File: src/rtl/maf_pkg.sv
package maf_pkg;

    typedef enum logic [1:0] {
        S_IDLE,
        S_MEM,
        S_HELD
    } rsp_state_e;

    typedef enum logic [1:0] {
        RD_NONE,
        RD_PERFORM,
        RD_REUSE,
        RD_DROP
    } rd_act_e;

endpackage

File: src/rtl/maf_decide.sv
module maf_decide
    import maf_pkg::*;
#(
    parameter int ADDR_W = 8,
    parameter int DATA_W = 16
) (
    input  logic              req_rd,
    input  logic              req_wr,
    input  logic              req_observed,
    input  logic [ADDR_W-1:0] req_addr,
    input  logic [DATA_W-1:0] req_wdata,
    input  logic              rd_hist_v,
    input  logic [ADDR_W-1:0] rd_hist_addr,
    input  logic              wr_hist_v,
    input  logic [ADDR_W-1:0] wr_hist_addr,
    input  logic [DATA_W-1:0] wr_hist_data,
    output rd_act_e           rd_act,
    output logic              wr_perform,
    output logic              wr_dup,
    output logic              conflict
);

    logic rd_only;
    logic addr_hit_rd;
    logic same_write;

    assign conflict    = req_rd & req_wr;
    assign rd_only     = req_rd & ~req_wr;
    assign addr_hit_rd = rd_hist_v && (req_addr == rd_hist_addr);
    assign same_write  = wr_hist_v && (req_addr == wr_hist_addr) && (req_wdata == wr_hist_data);

    assign wr_dup      = req_wr & same_write;
    assign wr_perform  = req_wr & ~same_write;

    always_comb begin
        if (!rd_only)           rd_act = RD_NONE;
        else if (!req_observed) rd_act = RD_DROP;
        else if (addr_hit_rd)   rd_act = RD_REUSE;
        else                    rd_act = RD_PERFORM;
    end

endmodule

File: src/rtl/maf_history.sv
module maf_history
    import maf_pkg::*;
#(
    parameter int ADDR_W = 8,
    parameter int DATA_W = 16
) (
    input  logic              clk,
    input  logic              rst_n,
    input  rd_act_e           rd_act,
    input  logic              wr_any,
    input  logic              wr_perform,
    input  logic [ADDR_W-1:0] req_addr,
    input  logic [DATA_W-1:0] req_wdata,
    output logic              rd_hist_v,
    output logic [ADDR_W-1:0] rd_hist_addr,
    output logic              wr_hist_v,
    output logic [ADDR_W-1:0] wr_hist_addr,
    output logic [DATA_W-1:0] wr_hist_data
);

    always_ff @(posedge clk) begin
        if (!rst_n) begin
            rd_hist_v    <= 1'b0;
            rd_hist_addr <= '0;
            wr_hist_v    <= 1'b0;
            wr_hist_addr <= '0;
            wr_hist_data <= '0;
        end else if (wr_any) begin
            rd_hist_v <= 1'b0;
            if (wr_perform) begin
                wr_hist_v    <= 1'b1;
                wr_hist_addr <= req_addr;
                wr_hist_data <= req_wdata;
            end
        end else if (rd_act == RD_PERFORM) begin
            rd_hist_v    <= 1'b1;
            rd_hist_addr <= req_addr;
            wr_hist_v    <= 1'b0;
        end
    end

    assert_write_clears_rd_R3: assert property (@(posedge clk) disable iff (!rst_n)
        wr_any |=> !rd_hist_v);

    assert_read_clears_wr_R5: assert property (@(posedge clk) disable iff (!rst_n)
        (rd_act == RD_PERFORM) |=> (!wr_hist_v && rd_hist_v));

    assert_drop_keeps_rd_R10: assert property (@(posedge clk) disable iff (!rst_n)
        (rd_act == RD_DROP) |=> ($stable(rd_hist_v) && $stable(rd_hist_addr)));

endmodule

File: src/rtl/maf_resp.sv
module maf_resp
    import maf_pkg::*;
#(
    parameter int DATA_W = 16
) (
    input  logic              clk,
    input  logic              rst_n,
    input  rd_act_e           rd_act,
    input  logic [DATA_W-1:0] mem_rdata,
    output logic              rsp_valid,
    output logic [DATA_W-1:0] rsp_rdata
);

    rsp_state_e        state_q;
    rsp_state_e        state_d;
    logic [DATA_W-1:0] hold_q;

    always_comb begin
        unique case (rd_act)
            RD_PERFORM: state_d = S_MEM;
            RD_REUSE:   state_d = S_HELD;
            default:    state_d = S_IDLE;
        endcase
    end

    always_ff @(posedge clk) begin
        if (!rst_n) begin
            state_q <= S_IDLE;
            hold_q  <= '0;
        end else begin
            state_q <= state_d;
            if (state_q == S_MEM) hold_q <= mem_rdata;
        end
    end

    always_comb begin
        unique case (state_q)
            S_MEM: begin
                rsp_valid = 1'b1;
                rsp_rdata = mem_rdata;
            end
            S_HELD: begin
                rsp_valid = 1'b1;
                rsp_rdata = hold_q;
            end
            default: begin
                rsp_valid = 1'b0;
                rsp_rdata = hold_q;
            end
        endcase
    end

    assert_drop_keeps_hold_R10: assert property (@(posedge clk) disable iff (!rst_n)
        (state_q != S_MEM) |=> $stable(hold_q));

endmodule

File: src/rtl/maf_counter.sv
module maf_counter #(
    parameter int CNT_W = 16
) (
    input  logic             clk,
    input  logic             rst_n,
    input  logic             inc,
    output logic [CNT_W-1:0] count
);

    always_ff @(posedge clk) begin
        if (!rst_n)   count <= '0;
        else if (inc) count <= count + 1'b1;
    end

    assert_count_step_R9: assert property (@(posedge clk) disable iff (!rst_n)
        !inc |=> $stable(count));

endmodule

File: src/rtl/mem_access_filter.sv
module mem_access_filter
    import maf_pkg::*;
#(
    parameter int ADDR_W = 8,
    parameter int DATA_W = 16,
    parameter int CNT_W  = 16
) (
    input  logic              clk,
    input  logic              rst_n,
    input  logic              req_rd,
    input  logic              req_wr,
    input  logic [ADDR_W-1:0] req_addr,
    input  logic [DATA_W-1:0] req_wdata,
    input  logic              req_observed,
    output logic              rsp_valid,
    output logic [DATA_W-1:0] rsp_rdata,
    output logic              conflict_err,
    output logic              mem_ce,
    output logic              mem_we,
    output logic [ADDR_W-1:0] mem_addr,
    output logic [DATA_W-1:0] mem_wdata,
    input  logic [DATA_W-1:0] mem_rdata,
    output logic [CNT_W-1:0]  rd_saved_cnt,
    output logic [CNT_W-1:0]  wr_saved_cnt
);

    localparam int N_CNT = 2;

    rd_act_e           rd_act;
    logic              wr_perform;
    logic              wr_dup;
    logic              rd_hist_v;
    logic [ADDR_W-1:0] rd_hist_addr;
    logic              wr_hist_v;
    logic [ADDR_W-1:0] wr_hist_addr;
    logic [DATA_W-1:0] wr_hist_data;
    logic [N_CNT-1:0]  cnt_inc;
    logic [CNT_W-1:0]  cnt_val [N_CNT];

    maf_decide #(.ADDR_W(ADDR_W), .DATA_W(DATA_W)) u_decide (
        .req_rd       (req_rd),
        .req_wr       (req_wr),
        .req_observed (req_observed),
        .req_addr     (req_addr),
        .req_wdata    (req_wdata),
        .rd_hist_v    (rd_hist_v),
        .rd_hist_addr (rd_hist_addr),
        .wr_hist_v    (wr_hist_v),
        .wr_hist_addr (wr_hist_addr),
        .wr_hist_data (wr_hist_data),
        .rd_act       (rd_act),
        .wr_perform   (wr_perform),
        .wr_dup       (wr_dup),
        .conflict     (conflict_err)
    );

    maf_history #(.ADDR_W(ADDR_W), .DATA_W(DATA_W)) u_history (
        .clk          (clk),
        .rst_n        (rst_n),
        .rd_act       (rd_act),
        .wr_any       (req_wr),
        .wr_perform   (wr_perform),
        .req_addr     (req_addr),
        .req_wdata    (req_wdata),
        .rd_hist_v    (rd_hist_v),
        .rd_hist_addr (rd_hist_addr),
        .wr_hist_v    (wr_hist_v),
        .wr_hist_addr (wr_hist_addr),
        .wr_hist_data (wr_hist_data)
    );

    maf_resp #(.DATA_W(DATA_W)) u_resp (
        .clk       (clk),
        .rst_n     (rst_n),
        .rd_act    (rd_act),
        .mem_rdata (mem_rdata),
        .rsp_valid (rsp_valid),
        .rsp_rdata (rsp_rdata)
    );

    assign cnt_inc[0] = (rd_act == RD_DROP) || (rd_act == RD_REUSE);
    assign cnt_inc[1] = wr_dup;

    for (genvar gi = 0; gi < N_CNT; gi++) begin : g_cnt
        maf_counter #(.CNT_W(CNT_W)) u_cnt (
            .clk   (clk),
            .rst_n (rst_n),
            .inc   (cnt_inc[gi]),
            .count (cnt_val[gi])
        );
    end

    assign rd_saved_cnt = cnt_val[0];
    assign wr_saved_cnt = cnt_val[1];

    assign mem_ce    = wr_perform || (rd_act == RD_PERFORM);
    assign mem_we    = wr_perform;
    assign mem_addr  = req_addr;
    assign mem_wdata = req_wdata;

    assert_unobserved_no_ce_R1: assert property (@(posedge clk) disable iff (!rst_n)
        (req_rd && !req_wr && !req_observed) |-> !mem_ce);

    assert_unobserved_no_rsp_R1: assert property (@(posedge clk) disable iff (!rst_n)
        (req_rd && !req_wr && !req_observed) |=> !rsp_valid);

    assert_repeat_read_no_ce_R2: assert property (@(posedge clk) disable iff (!rst_n)
        (req_rd && !req_wr && req_observed && $past(mem_ce && !mem_we) && req_addr == $past(req_addr))
        |-> !mem_ce);

    assert_read_latency_R7: assert property (@(posedge clk) disable iff (!rst_n)
        (mem_ce && !mem_we) |=> (rsp_valid && rsp_rdata == mem_rdata));

    assert_conflict_no_read_R8: assert property (@(posedge clk) disable iff (!rst_n)
        conflict_err |-> (!mem_ce || mem_we));

    assert_conflict_no_rsp_R8: assert property (@(posedge clk) disable iff (!rst_n)
        conflict_err |=> !rsp_valid);

    assert_we_needs_ce_R11: assert property (@(posedge clk) disable iff (!rst_n)
        mem_we |-> mem_ce);

endmodule

File: config.mk
export PLATFORM = sky130hd
export DESIGN_NAME = mem_access_filter
export DESIGN_NICKNAME = d
export VERILOG_FILES = /design/src/rtl/maf_pkg.sv /design/src/rtl/maf_decide.sv /design/src/rtl/maf_history.sv /design/src/rtl/maf_resp.sv /design/src/rtl/maf_counter.sv /design/src/rtl/mem_access_filter.sv
export SDC_FILE = /design/constraint.sdc
export NUM_CORES = 1
export LEC_CHECK = 0
export CORE_MARGIN = 2
export CORE_UTILIZATION = 48
export CTS_CLUSTER_SIZE = 14
export DETAILED_ROUTE_END_ITERATION = 12
export MAX_ROUTING_LAYER = met4
export PLACE_DENSITY = 0.81
export REMOVE_ABC_BUFFERS = 1
export SETUP_SLACK_MARGIN = 0.5
export SLEW_MARGIN = 15
export SYNTH_ARGS = -nofsm -noshare
export SYNTH_HDL_FRONTEND = slang
export SYNTH_SLANG_ARGS = --single-unit
File: constraint.sdc
create_clock -name clk -period 2.7 [get_ports clk]
set_clock_uncertainty 0.15 [all_clocks]
set_input_delay 0.54 -clock clk [delete_from_list [all_inputs] [get_ports clk]]
set_output_delay 0.54 -clock clk [all_outputs]
set_load 0.005 [all_outputs]
==> flow_summary.toml <==
[setup_path]
critPathMaxFanout = 2
worst-endpoint-required_ns = 2.01
timing.critical_path.from_type = "flip-flop"
critPathArrivalTime_ns = 2.02
worst_setup_path_end_kind = "output pin"
criticalPathCategory = "flip-flop to output pin"

[min_path]
min-delay-path-class = "primary input to flip-flop"

[status]
violations = "negative setup slack"
run_status = "finished, violations left"

[sta]
period_minus_slack_ns = 2.71
slew_headroom_pct = 66.3
setup_viol_count_final = 1
hold-worst-slack_ns = 0.302
maxClockFrequency_mhz = 369
setup-tns-final_ns = -0.0101
rsz0062_at_grt = "true"
final.period_utilization_pct = 100
setup_slack_ns = -0.0101
slew_violations = 0
final_hold_viol_count = 0
worstMarginPinSlew_ns = 0.505

[floorplan]
die_width_um = 97.3
rows = 34
num_io_pins = 121
dieArea_um2 = 9470
start_util_pct = 48.6
core_region_area_um2 = 8590
chipHeight_um = 97.3

[detailed_routing]
vias = 4104
wire_per_inst_um = 17.8
drt_drc_violations_left = 0
dr_wl_met2_um = 6770
detail_route.first_pass.iterations = 4
drt-met1-wl_um = 5540
postRouteAntennaNets = 0
drt-initial-drc-count = 205
routed-wl-met3_um = 656
routed_wl_um = 13200
route.detailed.vias_per_inst = 5.51
top_layer = "met4"

[cells_and_area]
final-instance-count-excl-fill = 745
drive_gt1_share_pct = 36.9
n_fill_cell = 511
area.growth.synth_to_final_pct = 64.1
fin_area_um2 = 6860
final_net_count = 681
final_core_util_pct = 79.8

[global_routing]
grt_max_degree = 97
grt_antenna_before_repair = 0
via_count_of_the_first_global_routing_pass = 4271
grt-ovfl-total = 0
grt_first_pass_wirelength_um = 21000
grt.total_usage_pct = 27.8

[logic_synthesis]
postSynth.asyncResetShare_pct = 0
yosys_warnings = 0
yosys_most_used_dff = "sky130_fd_sc_hd__dfxtp_1"
number_of_storage_elements_in_the_synthesis_netlist = 84
synth_area_per_cell_um2 = 9.07
synth_cell_type_count = 34
cells_after_synthesis = 461
ys_seq_area_share_pct = 40.2
synth-edff-count = 0
post_synth_instance_area_um2 = 4180

[clock_tree]
cts.reportedPaths.clkPinSlew_ns = 0.08
tritoncts = "yes"
cts_max_path_bufs = 2
ctsRootBufferMaster = "sky130_fd_sc_hd__clkbuf_8"
numClockSinks = 84
tritoncts.num_buffers = 9
clkLatencyLatePin_ns = 0.35
clock_tree.htree_level_count = 3

[placement]
dpl.hpwl_um = 7020
post-place-ws_ns = -0.613
port-buffer-count = 120
dpl-instance-area_um2 = 5550
gp_routability_congestion = 0.796
numPlacedInstances = 680

[power]
power-per-cell-area_nw_per_um2 = 390
pnr_total_power_mw = 2.68
total_leakage_power_nw = 2.82
worst_supply_voltage_drop_on_vdd_mv = 0.266

[flow_run]
timing.max_cap.violations = 0
[per-layer routing]
metal / global-route usage [%] / vias up
met5: - / -
met2: 48.1 / 142
li1: - / 1953
met3: 4.82 / 24
met4: 9.72 / 0
met1: 32.7 / 1985
[where the power goes]
| part | internal [mW] | total [mW] | switching, mW |
|---|---|---|---|
| logic | 0.276 | 0.475 | 0.199 |
| clock network | 0.468 | 0.901 | 0.434 |
| registers | 1.27 | 1.30 | 0.0272 |
| total | 2.02 | 2.68 | 0.660 |
[worst max-delay path, cell delays in order, from the launching register on]
cell and delay (ns):
sky130_fd_sc_hd__dfxtp_1 0.37, sky130_fd_sc_hd__xnor2_1 0.15, sky130_fd_sc_hd__nand4_1 0.16, sky130_fd_sc_hd__or4_4 0.54, sky130_fd_sc_hd__o21ai_4 0.16, sky130_fd_sc_hd__buf_6 0.12
sky130_fd_sc_hd__nand2_2 0.04, sky130_fd_sc_hd__buf_2 0.13
[cell families (layout without fill, tap and decap cells)]
family	Yosys count	count (layout)	share of synthesized area, %
other cells	0	1	0
compound gates	53	53	9.28
simple gates	172	172	20.8
mux	55	55	13.6
flops	84	84	40.2
fa+ha+maj	3	3	0.898
xor+xnor	32	32	6.70
buf+inv	62	237	8.41
[path summary, 6_finish.rpt]
| check | to | slack [ns] | from | depth (start not counted) |
|---|---|---|---|---|
| worst max-delay path | mem_ce | -0.01 | u_history.wr_hist_data[6] | 7 |
| worst min-delay path | u_history.wr_hist_data[14] | 0.30 | req_wdata[14] | 3 |
| worst max register to register | g_cnt[1].u_cnt.count[4] | 0.05 | u_history.wr_hist_addr[3] | 15 |
| worst min register to register | u_history.wr_hist_addr[7] | 0.32 | u_history.wr_hist_addr[7] | 2 |
[synthesized netlist by cell type (all sizes together), types with 11 or more instances]
master	instances	area, um2
dfxtp	84	1680
nand2	70	263
mux2i	39	390
buf	30	231
clkbuf	22	82.6
xnor2	21	184
and2	18	113
mux2	16	180
a21oi	15	75.1
nor2	15	56.3
nand2b	13	81.3
nand4	13	81.3
o31ai	13	97.6
or4	13	97.6
xor2	11	96.3
[repair_timing]
item,in CTS,in global routing
gates resized for setup,270,68
gates cloned,4,0
endpoints found under the hold margin,0,0
hold buffers,0,0
buffers inserted,39,7
pin swaps,50,20
endpoints found under the setup margin,106,73
[layout make-up]
| type | count | area (um2) | area share [%] |
|---|---|---|---|
| diodes | 1 | 2.50 | 0.0365 |
| clock buffers | 12 | 155 | 2.26 |
| clock inverters | 2 | 35.0 | 0.511 |
| inverters | 10 | 40.0 | 0.584 |
| multi-input cells | 315 | 2710 | 39.5 |
| flip-flops and latches | 84 | 1690 | 24.7 |
| well taps | 108 | 135 | 1.97 |
| repair buffers | 213 | 2090 | 30.4 |
[sequential cells by signal (all words and copies together) (netlist names)]
name                    cells
u_history.wr_hist_v         1
u_resp.state_q              2
u_history.wr_hist_data     16
u_history.wr_hist_addr      8
u_history.rd_hist_v         1
u_resp.hold_q              16
u_history.rd_hist_addr      8
g_cnt.u_cnt.count          32
[placed cells by master (no fill, tap or decap), types with 4 or more instances in the layout]
cell type / synthesis / layout
sky130_fd_sc_hd__clkdlybuf4s50_1: 0 / 75
sky130_fd_sc_hd__nand4_1: 13 / 13
sky130_fd_sc_hd__nor2_1: 15 / 14
sky130_fd_sc_hd__o31ai_1: 13 / 6
sky130_fd_sc_hd__dfxtp_1: 84 / 76
sky130_fd_sc_hd__clkbuf_8: 0 / 11
sky130_fd_sc_hd__or4_1: 13 / 8
sky130_fd_sc_hd__o41ai_2: 0 / 6
sky130_fd_sc_hd__a21oi_2: 0 / 7
sky130_fd_sc_hd__o41ai_1: 10 / 4
sky130_fd_sc_hd__xor2_1: 11 / 10
sky130_fd_sc_hd__o311ai_4: 0 / 6
sky130_fd_sc_hd__buf_2: 2 / 13
sky130_fd_sc_hd__o31ai_2: 0 / 6
sky130_fd_sc_hd__nand2_1: 70 / 67
sky130_fd_sc_hd__inv_1: 8 / 7
sky130_fd_sc_hd__buf_6: 3 / 61
sky130_fd_sc_hd__dlygate4sd2_1: 0 / 4
sky130_fd_sc_hd__buf_4: 25 / 45
sky130_fd_sc_hd__a21oi_1: 15 / 8
sky130_fd_sc_hd__xnor2_1: 21 / 10
sky130_fd_sc_hd__mux2i_1: 39 / 38
sky130_fd_sc_hd__dfxtp_2: 0 / 8
sky130_fd_sc_hd__nand2b_1: 13 / 13
sky130_fd_sc_hd__mux2_4: 0 / 16
sky130_fd_sc_hd__nand3_1: 10 / 7
sky130_fd_sc_hd__or4_4: 0 / 5
sky130_fd_sc_hd__and2_1: 18 / 18
sky130_fd_sc_hd__xnor2_2: 0 / 10
sky130_fd_sc_hd__o311ai_2: 0 / 4
No activity file was read; power rests on OpenSTA's default activity.
